**config.mk**
```make
export PLATFORM = sky130hd
export DESIGN_NAME = spiCmdEngine
export DESIGN_NICKNAME = d
export VERILOG_FILES = /design/src/rtl/spiCmdPkg.sv /design/src/rtl/spiCmdCtrl.sv /design/src/rtl/spiCmdDatapath.sv /design/src/rtl/spiCmdEngine.sv
export SDC_FILE = /design/constraint.sdc
export NUM_CORES = 1
export LEC_CHECK = 0
export ABC_AREA = 0
export BUFFER_PORTS_ARGS = -buffer_cell sky130_fd_sc_hd__buf_2
export CAP_MARGIN = 10
export CORE_ASPECT_RATIO = 0.75
export CORE_MARGIN = 2
export CORE_UTILIZATION = 24
export CTS_CLUSTER_DIAMETER = 200
export DETAILED_ROUTE_END_ITERATION = 6
export GPL_TIMING_DRIVEN = 0
export RECOVER_POWER = 50
export SETUP_SLACK_MARGIN = 0.3
export SKIP_LAST_GASP = 1
export SYNTH_ARGS = -nofsm -noshare
export SYNTH_HDL_FRONTEND = slang
export SYNTH_SLANG_ARGS = --single-unit
```
**constraint.sdc**
```tcl
create_clock -name clk -period 2.9 [get_ports clk]
set_clock_uncertainty 0.15 [all_clocks]
set_input_delay 0 -clock clk [delete_from_list [all_inputs] [get_ports clk]]
set_output_delay 0 -clock clk [all_outputs]
set_load 0.05 [all_outputs]
```
**src/rtl/spiCmdPkg.sv**
```systemverilog
package spiCmdPkg;

  // Strobes from the sequencer to the datapath, valid for one clock.
  typedef struct packed {
    logic       loadByte;   // load shifter from register loadSel (0 means all zeros)
    logic [2:0] loadSel;
    logic       sampleRise; // capture MISO at this rising serial edge
    logic       shiftFall;  // advance shifter at this falling serial edge
    logic       storeRx;    // commit completed response byte
    logic [1:0] rxIdx;      // response slot, 0 -> offset 5
  } dpStrobe_t;

  typedef enum logic [2:0] {
    ST_IDLE,
    ST_LEAD,
    ST_BITS,
    ST_TAIL,
    ST_HOLD
  } engState_e;

  // Number of outgoing bytes for each compact length code.
  function automatic logic [3:0] wrCount(input logic [1:0] code);
    case (code)
      2'd0:    return 4'd1;
      2'd1:    return 4'd2;
      2'd2:    return 4'd4;
      default: return 4'd5;
    endcase
  endfunction

  // Register offset that supplies outgoing byte number idx.
  function automatic logic [2:0] srcOffset(input logic [1:0] code, input logic [3:0] idx);
    logic [2:0] sel;
    sel = 3'd1;
    if (idx != 4'd0) begin
      if (code == 2'd1) sel = 3'd7;
      else if (idx == 4'd4) sel = 3'd7;
      else sel = 3'(5 - idx);
    end
    return sel;
  endfunction

endpackage

```
**src/rtl/spiCmdCtrl.sv**
```systemverilog
module spiCmdCtrl
  import spiCmdPkg::*;
#(
  parameter int FAST_HALF = 3,
  parameter int SLOW_HALF = 6
) (
  input  logic       clk,
  input  logic       rstN,
  input  logic       hostWrEn,
  input  logic [2:0] hostAddr,
  input  logic [7:0] hostWrData,
  output dpStrobe_t  strobe,
  output logic       sclk,
  output logic       csN,
  output logic       busy
);

  localparam int MAX_HALF = (FAST_HALF > SLOW_HALF) ? FAST_HALF : SLOW_HALF;
  localparam int DIV_W    = $clog2(MAX_HALF + 1);
  localparam int BYTE_W   = 4;

  engState_e         state;
  logic [DIV_W-1:0]  divCnt;
  logic [DIV_W-1:0]  halfLen;
  logic              fastQ;
  logic              streamQ;
  logic [1:0]        codeQ;
  logic [BYTE_W-1:0] wrQ;
  logic [BYTE_W-1:0] totQ;
  logic [BYTE_W-1:0] byteIdx;
  logic [BYTE_W-1:0] nextIdx;
  logic [2:0]        bitCnt;
  logic              sclkQ;

  logic ctrlWr, startCmd, startStream, stopStream, tick;
  logic [3:0] ctrlHi;

  assign ctrlHi      = hostWrData[7:4];
  assign ctrlWr      = hostWrEn && (hostAddr == 3'd0);
  assign startCmd    = (state == ST_IDLE) && ctrlWr && (ctrlHi == 4'h4 || ctrlHi == 4'h5);
  assign startStream = (state == ST_IDLE) && ctrlWr && (ctrlHi == 4'h2 || ctrlHi == 4'h3);
  assign stopStream  = (state == ST_HOLD) && ctrlWr && (hostWrData == 8'h00);
  assign halfLen     = fastQ ? DIV_W'(FAST_HALF) : DIV_W'(SLOW_HALF);
  assign tick        = (divCnt == halfLen - DIV_W'(1));
  assign nextIdx     = byteIdx + BYTE_W'(1);

  always_comb begin
    strobe = '0;
    if (startCmd || startStream) begin
      strobe.loadByte = 1'b1;
      strobe.loadSel  = 3'd1;
    end
    if (state == ST_BITS && tick) begin
      if (!sclkQ) begin
        strobe.sampleRise = 1'b1;
      end else begin
        strobe.shiftFall = 1'b1;
        if (bitCnt == 3'd7) begin
          if (byteIdx >= wrQ) begin
            strobe.storeRx = 1'b1;
            strobe.rxIdx   = 2'(byteIdx - wrQ);
          end
          if (nextIdx != totQ) begin
            strobe.loadByte = 1'b1;
            strobe.loadSel  = (nextIdx < wrQ) ? srcOffset(codeQ, nextIdx) : 3'd0;
          end
        end
      end
    end
  end

  always_ff @(posedge clk) begin
    if (!rstN) begin
      state   <= ST_IDLE;
      divCnt  <= '0;
      fastQ   <= 1'b0;
      streamQ <= 1'b0;
      codeQ   <= '0;
      wrQ     <= '0;
      totQ    <= '0;
      byteIdx <= '0;
      bitCnt  <= '0;
      sclkQ   <= 1'b0;
    end else begin
      case (state)
        ST_IDLE: begin
          divCnt  <= '0;
          byteIdx <= '0;
          bitCnt  <= '0;
          sclkQ   <= 1'b0;
          if (startCmd) begin
            fastQ   <= hostWrData[4];
            codeQ   <= hostWrData[1:0];
            wrQ     <= wrCount(hostWrData[1:0]);
            totQ    <= wrCount(hostWrData[1:0]) + BYTE_W'(hostWrData[3:2]);
            streamQ <= 1'b0;
            state   <= ST_LEAD;
          end else if (startStream) begin
            fastQ   <= hostWrData[4];
            codeQ   <= 2'd0;
            wrQ     <= BYTE_W'(1);
            totQ    <= BYTE_W'(1);
            streamQ <= 1'b1;
            state   <= ST_LEAD;
          end
        end
        ST_LEAD: begin
          if (tick) begin
            divCnt <= '0;
            state  <= ST_BITS;
          end else begin
            divCnt <= divCnt + DIV_W'(1);
          end
        end
        ST_BITS: begin
          if (tick) begin
            divCnt <= '0;
            sclkQ  <= !sclkQ;
            if (sclkQ) begin
              if (bitCnt == 3'd7) begin
                bitCnt <= '0;
                if (nextIdx == totQ) state <= streamQ ? ST_HOLD : ST_TAIL;
                else byteIdx <= nextIdx;
              end else begin
                bitCnt <= bitCnt + 3'd1;
              end
            end
          end else begin
            divCnt <= divCnt + DIV_W'(1);
          end
        end
        ST_TAIL: begin
          if (tick) state <= ST_IDLE;
          else divCnt <= divCnt + DIV_W'(1);
        end
        ST_HOLD: begin
          if (stopStream) state <= ST_IDLE;
        end
        default: state <= ST_IDLE;
      endcase
    end
  end

  assign sclk = sclkQ;
  assign csN  = (state == ST_IDLE);
  assign busy = (state != ST_IDLE);

  AST_SCLK_LOW_OFF: assert property (@(posedge clk) disable iff (!rstN)
    csN |-> !sclk);
  AST_BYTE_BOUND: assert property (@(posedge clk) disable iff (!rstN)
    (state == ST_BITS) |-> (byteIdx < totQ));
  AST_BUSY_NEXT: assert property (@(posedge clk) disable iff (!rstN)
    (startCmd || startStream) |=> (busy && !csN));
  AST_HOLD_KEEPS_CS: assert property (@(posedge clk) disable iff (!rstN)
    (state == ST_HOLD && !stopStream) |=> !csN);
  AST_CTRL_IGNORED: assert property (@(posedge clk) disable iff (!rstN)
    (state == ST_BITS && ctrlWr) |=> (state == ST_BITS || state == ST_TAIL || state == ST_HOLD));

endmodule

```
**src/rtl/spiCmdDatapath.sv**
```systemverilog
module spiCmdDatapath
  import spiCmdPkg::*;
#(
  parameter int DATA_W   = 8,
  parameter int NUM_REGS = 8
) (
  input  logic              clk,
  input  logic              rstN,
  input  logic              hostWrEn,
  input  logic [2:0]        hostAddr,
  input  logic [DATA_W-1:0] hostWrData,
  output logic [DATA_W-1:0] hostRdData,
  input  dpStrobe_t         strobe,
  input  logic              busy,
  input  logic              miso,
  output logic              mosi
);

  localparam int RX_BASE = 5;

  logic [NUM_REGS-1:0][DATA_W-1:0] regFile;
  logic [DATA_W-1:0] shiftQ;
  logic [DATA_W-1:0] shiftNext;
  logic              sampleQ;

  assign shiftNext = {shiftQ[DATA_W-2:0], sampleQ};

  always_ff @(posedge clk) begin
    if (!rstN) begin
      shiftQ  <= '0;
      sampleQ <= 1'b0;
    end else begin
      if (strobe.sampleRise) sampleQ <= miso;
      if (strobe.loadByte)
        shiftQ <= (strobe.loadSel == 3'd0) ? '0 : regFile[strobe.loadSel];
      else if (strobe.shiftFall)
        shiftQ <= shiftNext;
    end
  end

  always_ff @(posedge clk) begin
    if (!rstN) begin
      regFile <= '0;
    end else begin
      for (int k = 1; k < NUM_REGS; k++) begin
        if (strobe.storeRx && (k == RX_BASE + int'(strobe.rxIdx)))
          regFile[k] <= shiftNext;
        else if (hostWrEn && !busy && (hostAddr == 3'(k)) && k != RX_BASE && k != RX_BASE + 1)
          regFile[k] <= hostWrData;
      end
    end
  end

  assign hostRdData = (hostAddr == 3'd0) ? {busy, {(DATA_W-1){1'b0}}} : regFile[hostAddr];
  assign mosi       = shiftQ[DATA_W-1];

  AST_BUSY_WRITE_BLOCKED: assert property (@(posedge clk) disable iff (!rstN)
    (busy && hostWrEn && hostAddr != 3'd0 && !strobe.storeRx)
    |=> (regFile[$past(hostAddr)] == $past(regFile[hostAddr])));
  AST_RX_SLOT_RANGE: assert property (@(posedge clk) disable iff (!rstN)
    strobe.storeRx |-> (strobe.rxIdx != 2'd3));
  AST_LOAD_SOURCE: assert property (@(posedge clk) disable iff (!rstN)
    strobe.loadByte |-> (strobe.loadSel != 3'd5 && strobe.loadSel != 3'd6));

endmodule

```
**src/rtl/spiCmdEngine.sv**
```systemverilog
module spiCmdEngine
  import spiCmdPkg::*;
#(
  parameter int FAST_HALF = 3,
  parameter int SLOW_HALF = 6
) (
  input  logic       clk,
  input  logic       rstN,
  input  logic [2:0] hostAddr,
  input  logic       hostWrEn,
  input  logic [7:0] hostWrData,
  output logic [7:0] hostRdData,
  output logic       spiSclk,
  output logic       spiCsN,
  output logic       spiMosi,
  input  logic       spiMiso
);

  dpStrobe_t strobe;
  logic      busy;

  spiCmdCtrl #(
    .FAST_HALF(FAST_HALF),
    .SLOW_HALF(SLOW_HALF)
  ) uCtrl (
    .clk       (clk),
    .rstN      (rstN),
    .hostWrEn  (hostWrEn),
    .hostAddr  (hostAddr),
    .hostWrData(hostWrData),
    .strobe    (strobe),
    .sclk      (spiSclk),
    .csN       (spiCsN),
    .busy      (busy)
  );

  spiCmdDatapath #(
    .DATA_W  (8),
    .NUM_REGS(8)
  ) uData (
    .clk       (clk),
    .rstN      (rstN),
    .hostWrEn  (hostWrEn),
    .hostAddr  (hostAddr),
    .hostWrData(hostWrData),
    .hostRdData(hostRdData),
    .strobe    (strobe),
    .busy      (busy),
    .miso      (spiMiso),
    .mosi      (spiMosi)
  );

  AST_MOSI_STABLE_HIGH: assert property (@(posedge clk) disable iff (!rstN)
    (!spiCsN && spiSclk && $past(spiSclk)) |-> $stable(spiMosi));
  AST_CS_RISE_IDLE: assert property (@(posedge clk) disable iff (!rstN)
    $rose(spiCsN) |-> (hostRdData[7] == 1'b0 || hostAddr != 3'd0));

endmodule

```
After elaboration in Yosys (flattened, before gate mapping)
Cells that the tools add are included.

Flip-flop bits (word level): 91. Logic and storage cells: 187.

Reduce and logical (&&, ||, !) cells: 48. Mux-type cells: 70. $lt $le $gt $ge: 4. Add/sub/neg operators: 8. Eq/ne operators: 38.

Operators by type and width (number): 4-bit by 32-bit equality test with 1-bit output (first input constant) (4); 8-bit two-way mux (16); 3-bit two-way mux (22); 3-bit by 32-bit equality test with 1-bit output (first input constant) (2); 4-bit two-way mux (15); 8-bit binary-select mux with 3-bit select (2); 2-bit by 32-bit equality test with 1-bit output (first input constant) (1); 1-bit logical AND (20); 3-bit one-hot mux with 3 select lines (2); 2-bit nonzero test (8); 3-bit one-hot mux with 5 select lines (1); 3-bit by 2-bit equality test with 1-bit output (second input constant) (4); 3-bit equality test (second input constant) (4); 4-bit by 3-bit equality test with 1-bit output (second input constant) (3); 2-bit by 1-bit inequality test with 1-bit output (second input constant) (5); 3-bit logical NOT (3); 9-bit two-way mux (1); 4-bit by 2-bit equality test with 1-bit output (second input constant) (2); 8-bit logical NOT (1); 3-bit by 4-bit < comparator with 1-bit output (second input constant) (2); 2-bit inequality test (second input constant) (4); 4-bit one-hot mux with 2 select lines (1); 8-bit AND reduction (1); 3-bit by 1-bit adder with 3-bit output (second input constant) (2); other kinds (28) (42).

Depth between registers and ports, before layout
Gate-level depths: netlist of the first run.

Word-level depth: 14. Mapped depth: 11.

Modules after synthesis
A second synthesis of the first run with hierarchy kept.

Cell total of the unflattened synthesis: 553. Area, all modules: 5287.6 µm².

Modules (own cells, without submodules): spiCmdDatapath (cells an instance 343, instances 1, area an instance 3565.9 µm², seq. area each 1301.2 µm²); spiCmdCtrl (cells an instance 210, instances 1, area an instance 1721.7 µm², seq. area each 500.5 µm²).

Worst setup path after synthesis of the first run
OpenSTA, ideal clock, no wires.

Kind: register -> register. Start: reg uCtrl.byteIdx[0]. End: reg uData.shiftQ[4]. Cell stages (with the launch flop): 11. Data arrival time: 2.482 ns. Period minus slack after synthesis: 2.758 ns. Setup time: 0.126 ns. Path buffers: 1. Setup slack: 0.142 ns. Data required time: 2.624 ns. Path through: dfxtp_1 -> ha_1 -> ha_1 -> nor2b_1 -> o21ai_0 -> and3_1 -> and3_1 -> buf_6 -> mux2_1 -> o211ai_1 -> a31oi_1.

Cells in the longest elaborated chain, start to end: 14.

RTL lines: from (decl) (line spiCmdCtrl.sv:30) `logic [BYTE_W-1:0] byteIdx;`; from (signal assigned) (line spiCmdCtrl.sv:123) `else byteIdx <= nextIdx;`; 4-bit by 1-bit adder with 4-bit output (*) (line spiCmdCtrl.sv:45) `assign nextIdx = byteIdx + BYTE_W'(1);`; 3-bit subtractor / 4-bit by 3-bit equality test with 1-bit output (equally long branches) (line spiCmdPkg.sv:38, spiCmdPkg.sv:37); 3-bit two-way mux (line spiCmdPkg.sv:37) `else if (idx == 4'd4) sel = 3'd7;`; 3-bit two-way mux (line spiCmdPkg.sv:36) `if (code == 2'd1) sel = 3'd7;`; 3-bit two-way mux (line spiCmdPkg.sv:35) `if (idx != 4'd0) begin`; 3-bit two-way mux (line spiCmdCtrl.sv:65) `strobe.loadSel = (nextIdx < wrQ) ? srcOffset(codeQ, nextIdx) : 3'd0;`; 4-bit two-way mux (*) (line spiCmdCtrl.sv:63) `if (nextIdx != totQ) begin`; 4-bit two-way mux (*) (line spiCmdCtrl.sv:58) `if (bitCnt == 3'd7) begin`; 4-bit two-way mux (*) (line spiCmdCtrl.sv:54) `if (!sclkQ) begin`; 9-bit two-way mux (*) (line spiCmdCtrl.sv:53) `if (state == ST_BITS && tick) begin`; 8-bit binary-select mux with 3-bit select (line spiCmdDatapath.sv:35) `shiftQ <= (strobe.loadSel == 3'd0) ? '0 : regFile[strobe.loadSel];`; 8-bit two-way mux (implied by the code) (line spiCmdDatapath.sv:35); 8-bit two-way mux (line spiCmdDatapath.sv:35); 8-bit two-way mux (line spiCmdDatapath.sv:34) `if (strobe.loadByte)`; to (signal assigned) (line spiCmdDatapath.sv:35); to (signal assigned) (line spiCmdDatapath.sv:37) `shiftQ <= shiftNext;`; to (decl) (line spiCmdDatapath.sv:22) `logic [DATA_W-1:0] shiftQ;`.

Every way passes the cells marked *; elsewhere a longest branch is shown, timed or not. The select of a mux whose other input is x is not followed. A chain may end at the register's enable or synchronous reset.

Final worst setup path of the first run
Start: reg uCtrl.state[2]. End: reg uData.shiftQ[3].

Cells in the longest elaborated chain, start to end: 13.

RTL lines: from (decl) (line spiCmdCtrl.sv:22) `engState_e state;`; from (signal assigned) (line spiCmdCtrl.sv:122) `if (nextIdx == totQ) state <= streamQ ? ST_HOLD : ST_TAIL;`; 3-bit logical NOT (line spiCmdCtrl.sv:40, spiCmdCtrl.sv:41); 1-bit logical AND (line spiCmdCtrl.sv:40, spiCmdCtrl.sv:41); 1-bit logical AND (on tied branches) (line spiCmdCtrl.sv:40, spiCmdCtrl.sv:41); 1-bit logical OR (line spiCmdCtrl.sv:49) `if (startCmd || startStream) begin`; 4-bit two-way mux (line spiCmdCtrl.sv:49); 4-bit two-way mux (line spiCmdCtrl.sv:63); 4-bit two-way mux (line spiCmdCtrl.sv:58); 4-bit two-way mux (line spiCmdCtrl.sv:54); 9-bit two-way mux (*) (line spiCmdCtrl.sv:53); 8-bit binary-select mux with 3-bit select (line spiCmdDatapath.sv:35); 8-bit two-way mux (implied by the code) (line spiCmdDatapath.sv:35); 8-bit two-way mux (line spiCmdDatapath.sv:35); 8-bit two-way mux (line spiCmdDatapath.sv:34).

Marked as above.

==> results of run 1 <==
## logic make-up after synthesis
| kind of cell | Yosys count |
|---|---|
| muxes | 63 |
| buffers and inverters | 73 |
| and+or+nand+nor | 197 |
| AOI/OAI and AO/OA | 145 |
| xor gates and xnor gates | 13 |
| DFF | 90 |
| adders and majority gates | 18 |
## state kept, by name (all words and copies together), names as in the netlist, 2 cells and up
register       count
uCtrl.divCnt       3
uCtrl.totQ         4
uCtrl.bitCnt       3
uData.shiftQ       8
uCtrl.codeQ        2
uCtrl.byteIdx      4
uCtrl.state        3
uCtrl.wrQ          3
uData.regFile     56
## through the flow
| step | hold WS [ns] | std cells | util, % | area (um^2) |
|---|---|---|---|---|
| after CTS | 0.00137 | 957 | 30.1 | 6680 |
| after global routing | 0.0446 | 966 | 31.4 | 6970 |
| final | 0.0237 | 966 | 31.4 | 6970 |
| after global placement | 0.147 | 916 | 26.7 | 5930 |
| after detailed placement | 0.164 | 916 | 26.7 | 5930 |
| after floorplan | -0.00251 | 599 | - | 5450 |
## cell usage in the layout, fill, tap and decap left out, drive strengths merged, types with 16 or more instances in the layout
master	instances
a21oi	29
a221oi	21
buf	51
clkbuf	43
dfxtp	90
ha	16
inv	36
mux2i	45
nand2	47
nand3	19
nor2	34
nor2b	53
o21ai	22
## metal layers
layer / wire (um) / up-vias
li1: - / 2309
met1: 8800 / 2381
met2: 7430 / 242
met3: 1800 / 18
met4: 268 / 0
met5: 0 / -
## area by class of cell
type                    instances  share of cell area [%]
multi-input cells             436                    53.4
flip-flops and latches         90                    26.0
repair buffers                 57                    6.23
well taps                     294                    5.28
clock buffers                  10                    3.43
plain buffers                  39                    3.09
inverters                      34                    1.87
clock inverters                 6                   0.718
## worst max-delay path by stage
stage | start | endpoint | slack (ns) | cells past startpoint
5_1_grt | uCtrl.state[2]$_SDFFE_PN0P_ | uData.shiftQ[6]$_SDFFE_PN0P_ | 0.07 | 9
2_1_floorplan | uCtrl.byteIdx[0]$_SDFFE_PN0P_ | uData.shiftQ[4]$_SDFFE_PN0P_ | 0.32 | 10
3_5_place_dp | uCtrl.byteIdx[0]$_SDFFE_PN0P_ | uData.shiftQ[3]$_SDFFE_PN0P_ | -0.21 | 8
6_report | uCtrl.state[2]$_SDFFE_PN0P_ | uData.shiftQ[3]$_SDFFE_PN0P_ | 0.16 | 9
3_3_place_gp | uCtrl.byteIdx[0]$_SDFFE_PN0P_ | uData.shiftQ[3]$_SDFFE_PN0P_ | -0.20 | 8
4_1_cts | uCtrl.byteIdx[0]$_SDFFE_PN0P_ | uData.shiftQ[7]$_SDFFE_PN0P_ | 0.28 | 11
## cells in the mapped netlist (3+ instances only)
library cell,count,area share (%)
sky130_fd_sc_hd__mux4_2,9,3.7
sky130_fd_sc_hd__a21oi_1,28,2.6
sky130_fd_sc_hd__a221oi_1,21,3.4
sky130_fd_sc_hd__inv_1,33,2.3
sky130_fd_sc_hd__buf_6,5,1.0
sky130_fd_sc_hd__ha_1,16,3.7
sky130_fd_sc_hd__o22ai_1,7,0.80
sky130_fd_sc_hd__a21boi_0,5,0.69
sky130_fd_sc_hd__o211ai_1,5,0.69
sky130_fd_sc_hd__nor3b_1,3,0.41
sky130_fd_sc_hd__buf_1,4,0.28
sky130_fd_sc_hd__nand2_1,47,3.2
sky130_fd_sc_hd__xor2_2,3,0.90
sky130_fd_sc_hd__and3_1,5,0.57
sky130_fd_sc_hd__o211a_1,8,1.5
sky130_fd_sc_hd__xnor2_1,5,0.80
sky130_fd_sc_hd__buf_2,6,0.55
sky130_fd_sc_hd__o21ai_1,3,0.28
sky130_fd_sc_hd__xor2_1,4,0.64
sky130_fd_sc_hd__a31oi_1,12,1.4
sky130_fd_sc_hd__clkbuf_1,22,1.5
sky130_fd_sc_hd__nor2b_1,53,6.1
sky130_fd_sc_hd__nor2_1,32,2.2
sky130_fd_sc_hd__mux2i_1,45,8.3
sky130_fd_sc_hd__dfxtp_1,90,33
sky130_fd_sc_hd__a22oi_1,8,1.1
sky130_fd_sc_hd__nand3_1,18,1.7
sky130_fd_sc_hd__o221ai_1,8,1.3
sky130_fd_sc_hd__o21ai_0,18,1.7
sky130_fd_sc_hd__mux2_2,8,1.7
sky130_fd_sc_hd__nor4_1,6,0.69
sky130_fd_sc_hd__o21a_1,5,0.69
sky130_fd_sc_hd__nor3_1,4,0.37
## power by group through the flow
stage                     logic (W)  registers (W)  clock network [W]
after floorplan            0.000156        0.00129                  0
after global placement     0.000238        0.00129                  0
after CTS                  0.000258        0.00126            0.00117
after global routing       0.000279        0.00127            0.00122
after detailed placement   0.000241        0.00129                  0
final                      0.000264        0.00127            0.00116
## worst max-delay path: stages, from the launching register on
cell,delay (ns)
sky130_fd_sc_hd__dfxtp_1,0.31
sky130_fd_sc_hd__buf_6,0.13
sky130_fd_sc_hd__or3_1,0.53
sky130_fd_sc_hd__inv_4,0.15
sky130_fd_sc_hd__nand4_4,0.24
sky130_fd_sc_hd__buf_2,0.32
sky130_fd_sc_hd__a31oi_2,0.26
sky130_fd_sc_hd__o221ai_4,0.15
sky130_fd_sc_hd__a221oi_4,0.24
sky130_fd_sc_hd__o22ai_1,0.12
## repair_timing
action,4_1_cts,5_1_grt
cloned,0,0
setup buffers,13,9
setup endpoints to repair,24,23
endpoints found under the hold margin,36,0
hold buffers,12,0
resized for setup,49,31
pin swaps,14,18
==> results.txt, run 1 <==
The run finished with clean final reports. For the pin with the worst max-slew slack, the measured transition is 0.887 ns. The core outline area is 22200 um^2.

The min-delay analysis places its worst path in the category in2reg. The fill cell total of the finished layout is 2241. The leakage power is 2.57 nW. The net count of the finished layout is 700.

The worst setup path is captured at a flip-flop. Clock tree synthesis inserted a total of 9 buffers. The netlist area before placement is 5440 um^2. The fraction of layout cells with a size suffix above 1 came out at 22.8%. The number of endpoints with negative hold slack in the final report is 0.

The post-synth net total came out at 632. The synthesized netlist devotes 19.3% of its cell area to compound gates. The count of port buffers added during placement is 23. For this run, the leading register cell type out of synthesis is sky130_fd_sc_hd__dfxtp_1. The number of placed I/O pins is 26.

The global-route met2 utilization is 21.0%. Once detail routing completed, the nets flagged for antenna violations numbered 0. The global routing stage identified its most utilized layer as met1. The share of synthesized flip-flops with an asynchronous set or reset came out at 0%. The die is 134 um tall. After global routing the overflow that remains totals 0. Setup repair after global routing could not meet its margin everywhere. The number of antenna violations at the first check in global routing came to 0. The power density normalized to cell area came out at 386 nW/um^2. The number of detailed-route iterations in the first pass is 5.

The initial DRC count is 595. TritonCTS built the clock tree. After detailed routing, the average wire length per cell comes to 18.9 um. The minimum setup slack among reg-to-reg paths is 0.16 ns.

Prior to clock tree synthesis, the placed netlist has a worst setup slack of -0.214 ns. The largest net degree at the start of global routing is 17. The final max-slew violation count is 0.

Summing the areas of all and, or, nand and nor instances in the mapped netlist gives 20.5% of the synthesized area. The endpoint identified for the worst register-to-register timing path is uData.shiftQ[3]$_SDFFE_PN0P_. After detailed routing, the number of remaining DRC violations is 0. The hold path endpoint is uCtrl.wrQ[0]$_SDFFE_PN0P_.

The H-tree was split into 3 levels. The depth of the worst hold-timing path is 3. Row generation in the floorplan step produced 47 rows. The startpoint identified for the worst hold timing path is hostWrData[7].

In this run the critical register-to-register path is launched from uCtrl.state[2]$_SDFFE_PN0P_. The routed via count is 4950. The warning count from the yosys run came out at 0. The shortest period the worst path allows came out at 2.74 ns.

The internal power of the cells came out at 0.00196 W. The share of total power dissipated in sequential elements is 47.0%. Setup violations remaining at the end of the flow were counted as 0.

The final wirelength is 18300 um. The post-synthesis mux area share came out at 13.9%. The final setup TNS came out at 0 ns. The tree is rooted in a sky130_fd_sc_hd__clkbuf_16. Synthesis produced a netlist whose cell count is 599. The fraction of met3 tracks used by global routing came out at 3.83%. Averaged over all synthesized cells, the footprint is 9.08 um^2.

After synthesis the netlist holds a flip-flop and latch count of 90. The HPWL after detailed placement is 12700 um. The met1 global-route usage is 22.9%.

The starting density of the core came out at 24.5%. The repair_antennas step left the layout with diodes totalling 0. Counting along the longest clock path gives a buffer depth of 2. The total die area is 23900 um^2. The clock transition at the register clock pins on the worst setup and hold paths after CTS came out at 0.07 ns. The arrival time at the worst endpoint came out at 2.81 ns. In this run the worst path has a maximum fanout of 10. The final estimated routing congestion in global placement came out at 0.899. The total power draw came out at 0.00269 W. The number of sinks driven by the clock tree is 90. The clock network fraction of total power is 43.2%. In the final layout, the multi-input gates occupy 3720 um^2. STA classifies the critical path startpoint as a flip-flop. The max-slew headroom at the worst pin came out at 40.4%. The fraction of the mapped netlist area in adder cells came out at 4.41%. The distinct cell type count after synthesis is 75. The width of the die came out at 178 um. The type of the setup path with the least slack is reg2reg. The via count of the first global-routing pass is 4532. From synthesis to final layout, the design area changed by 28.1%.

The switching part of the total power came out at 27.3%. Of the total power, combinational logic draws 9.8%. The maximum clock frequency came out at 366 MHz. The net switching power of the design came out at 0.000735 W. The global-route wire length before repair is 27300 um. The area taken by flip-flops and latches is 1810 um^2. The largest vdd supply drop is 0.282 mV. The sequential element share of the synthesized area is 33.1%.

The required time at the endpoint of the critical path came out at 2.97 ns. The xor/xnor cell area share of the yosys netlist came out at 2.76%. The global-route total usage across every layer is 15.1%. Measured in cells, the most critical reg-to-reg path has a length of 9. The via-per-instance ratio came out at 5.12. The final setup slack of the worst path is 0.165 ns. The clock latency of the later-clocked register in the worst-skew pair is 0.35 ns. The max-capacitance violation count came out at 0. By area, the combinational part of the netlist is dominated by simple AND/OR/NAND/NOR gates. Yosys mapped a number of flops with a built-in enable equal to 0.

The post-route clock period utilization is 94.3%.
Note: power is estimated with default switching activity, not from simulation.
==> inputs of run 2 (changes only) <==
- CORE_MARGIN: 2 -> default
- CTS_CLUSTER_DIAMETER: 200 -> 100
- GPL_TIMING_DRIVEN: 0 -> default
==> run 2 against run 1 <==
Sequential power about the same. Flip-flop and latch count unchanged. Register-to-register slack better by 0.16 ns. Largest cell class unchanged.
==> results.txt, run 2 (same netlist as run 1, synthesis figures left out) <==
The number of sinks driven by the clock tree is 90 (unchanged). The clock latency of the later-clocked register in the worst-skew pair came out at 0.35 ns (about the same). The final setup TNS is 0 ns (unchanged). The via count of the first global-routing pass is 4200 (was 4532). RSZ-0062 raised after global routing: yes (unchanged). The category of the worst setup path capture point is a flip-flop (unchanged). The type of the setup path with the least slack is reg2reg (unchanged).

The final wirelength was 15600 um (was 18300 um). The total die area came to 23300 um^2 (was 23900 um^2). The total CTS buffers is 9 (unchanged). The clock transition at the register clock pins on the worst setup and hold paths after CTS came out at 0.07 ns (about the same). The final net count came out at 665 (was 700).

The fill cell total of the finished layout is 2317 (was 2241). The final estimated routing congestion in global placement is 0.940 (was 0.899). The number of antenna cells inserted came out at 0 (unchanged).

The most flop-heavy register was uData.regFile (unchanged). The H-tree depth came out at 3 (unchanged). The total power draw came out at 0.00268 W (was 0.00269 W). The highest net fanout along the worst path is 17 (was 10). The detailed-route DRC error count is 0 (unchanged).

The most used routing layer was met1 (unchanged). The HPWL after detailed placement is 11500 um (was 12700 um). The number of detailed-route iterations in the first pass is 5 (unchanged). The startpoint type of the worst setup path is a flip-flop (unchanged). The number of cell rows is 47 (unchanged). The final design instance area without fill came out at 6450 um^2 (was 6970 um^2). The routed via count came out at 4570 (was 4950). The number of flip-flops in the largest register came out at 56 (unchanged). Most frequent cells in the layout: sky130_fd_sc_hd__dfxtp_1, sky130_fd_sc_hd__nor2b_1, sky130_fd_sc_hd__nand2_1, sky130_fd_sc_hd__mux2i_1, sky130_fd_sc_hd__inv_1 (unchanged).

The fraction of layout cells with a size suffix above 1 is 19.2% (was 22.8%). The max-capacitance violation count is 0 (unchanged). The starting density of the core came out at 24.5% (unchanged). The required time at the endpoint of the critical path came out at 3.03 ns (was 2.97 ns).

The number of antenna violations at the first check in global routing is 1 (was 0). Largest regs: uData.regFile: 56 flops, uData.shiftQ: 8 flops (unchanged). The routed length per placed instance is 16.7 um (was 18.9 um). The arrival time at the worst endpoint is 2.70 ns (was 2.81 ns). The multi-input combinational cell area came out at 3460 um^2 (was 3720 um^2).

The final hold slack came out at 0.0215 ns (was 0.0237 ns). The count of port buffers added during placement is 25 (was 23). The fraction of met3 tracks used by global routing came to 3.84% (was 3.83%). Status: finished clean (unchanged). The global-route total usage across every layer came out at 13.6% (was 15.1%). The TritonCTS clock tree is done (unchanged). The number of endpoints with negative hold slack in the final report is 0 (unchanged). The met1 global-route usage is 20.9% (was 22.9%).

The global-route met2 utilization was 18.0% (was 21.0%). The cell area after placement came out at 5930 um^2 (about the same). The most common library cell in the layout ignoring fill and taps was sky130_fd_sc_hd__dfxtp_1 (unchanged). The maximum clock frequency came out at 388 MHz (was 366 MHz). The clock root buffer master is sky130_fd_sc_hd__clkbuf_16 (unchanged). The transition time at the pin with the least slew margin is 0.739 ns (was 0.887 ns).

The die height is 132 um (was 134 um). The area taken by flip-flops and latches is 1810 um^2 (about the same). The shortest period the worst path allows came to 2.58 ns (was 2.74 ns).

The number of placed I/O pins is 26 (unchanged). The worst-case clock buffer depth is 2 (unchanged). The power density normalized to cell area was 416 nW/um^2 (was 386 nW/um^2).

The area growth from synthesis to layout is 18.5% (was 28.1%). The leakage power came out at 2.44 nW (was 2.57 nW). The final max-slew violation count came out at 0 (unchanged). The post-route clock period utilization is 88.8% (was 94.3%).

The remaining number of nets flagged by the antenna check after routing is 0 (unchanged). The width of the die came out at 176 um (was 178 um). The overall overflow remaining after global route came out at 0 (unchanged).

The largest net degree at the start of global routing came out at 34 (was 17). The initial DRC count is 414 (was 595). The largest vdd supply drop is 0.257 mV (was 0.282 mV). The classification of the worst-slack hold path was in2reg (unchanged). The global-route wire length before repair came out at 24400 um (was 27300 um). The core outline area came out at 22200 um^2 (unchanged). The number of endpoints failing setup at the final stage came out at 0 (unchanged). The via-per-instance ratio came to 4.91 (was 5.12). The max-slew headroom at the worst pin came out at 50.5% (was 40.4%).
## run 2: report_power, final
group          switching, W  internal, W  leakage (nW)  total, W
combinational      0.000152    0.0000880          1.57  0.000240
sequential        0.0000182      0.00125         0.728   0.00127
clock              0.000546     0.000625         0.146   0.00117
## run 2: timing repair
action / 4_1_cts / 5_1_grt
hold buffers: 9 / 0
resized for setup: 4 / 31
setup endpoints to repair: 16 / 22
hold endpoints to repair: 31 / 0
setup buffers: 1 / 1
pin swaps: 1 / 4
## run 2: layout make-up
class	count	area share, %
Timing Repair Buffer	61	6.06
Inverter	34	2.02
Clock buffer	10	3.71
Sequential cell	90	28.0
Multi-Input combinational cell	436	53.6
Clock inverter	6	0.854
Tap cell	294	5.71
## run 2: final timing paths
check	startpoint	endpoint	slack, ns	depth (start not counted)
worst max-delay path	uCtrl.state[2]$_SDFFE_PN0P_	uData.shiftQ[2]$_SDFFE_PN0P_	0.32	8
worst min-delay path	hostWrEn	uCtrl.codeQ[1]$_SDFFE_PN0P_	0.02	4
worst max register to register	uCtrl.state[2]$_SDFFE_PN0P_	uData.shiftQ[2]$_SDFFE_PN0P_	0.32	8
worst min register to register	uCtrl.wrQ[2]$_SDFFE_PN0P_	uCtrl.wrQ[2]$_SDFFE_PN0P_	0.33	2
## run 2: routing by layer
| metal | part of all wire, % | wire length (um) |
|---|---|---|
| met1 | 53 | 8180 |
| met2 | 39 | 6030 |
| met3 | 7.4 | 1140 |
| met4 | 1.1 | 175 |
| met5 | 0.090 | 14 |
## run 2: through the flow
stage / util (%) / std cells / setup WS [ns]
final: 29.1 / 931 / 0.325
after detailed placement: 26.7 / 904 / 0.184
after global placement: 26.7 / 904 / 0.193
after floorplan: - / 599 / 0.318
after global routing: 29.1 / 931 / 0.166
after CTS: 28.5 / 930 / 0.291
## run 2: worst max-delay path, cell delays in order, from the launching register on
cell,delay (ns)
sky130_fd_sc_hd__dfxtp_1,0.40
sky130_fd_sc_hd__or3_1,0.55
sky130_fd_sc_hd__inv_4,0.14
sky130_fd_sc_hd__nand4_4,0.21
sky130_fd_sc_hd__buf_4,0.28
sky130_fd_sc_hd__o21a_4,0.16
sky130_fd_sc_hd__nor3_4,0.31
sky130_fd_sc_hd__a221oi_1,0.14
sky130_fd_sc_hd__o22ai_1,0.16
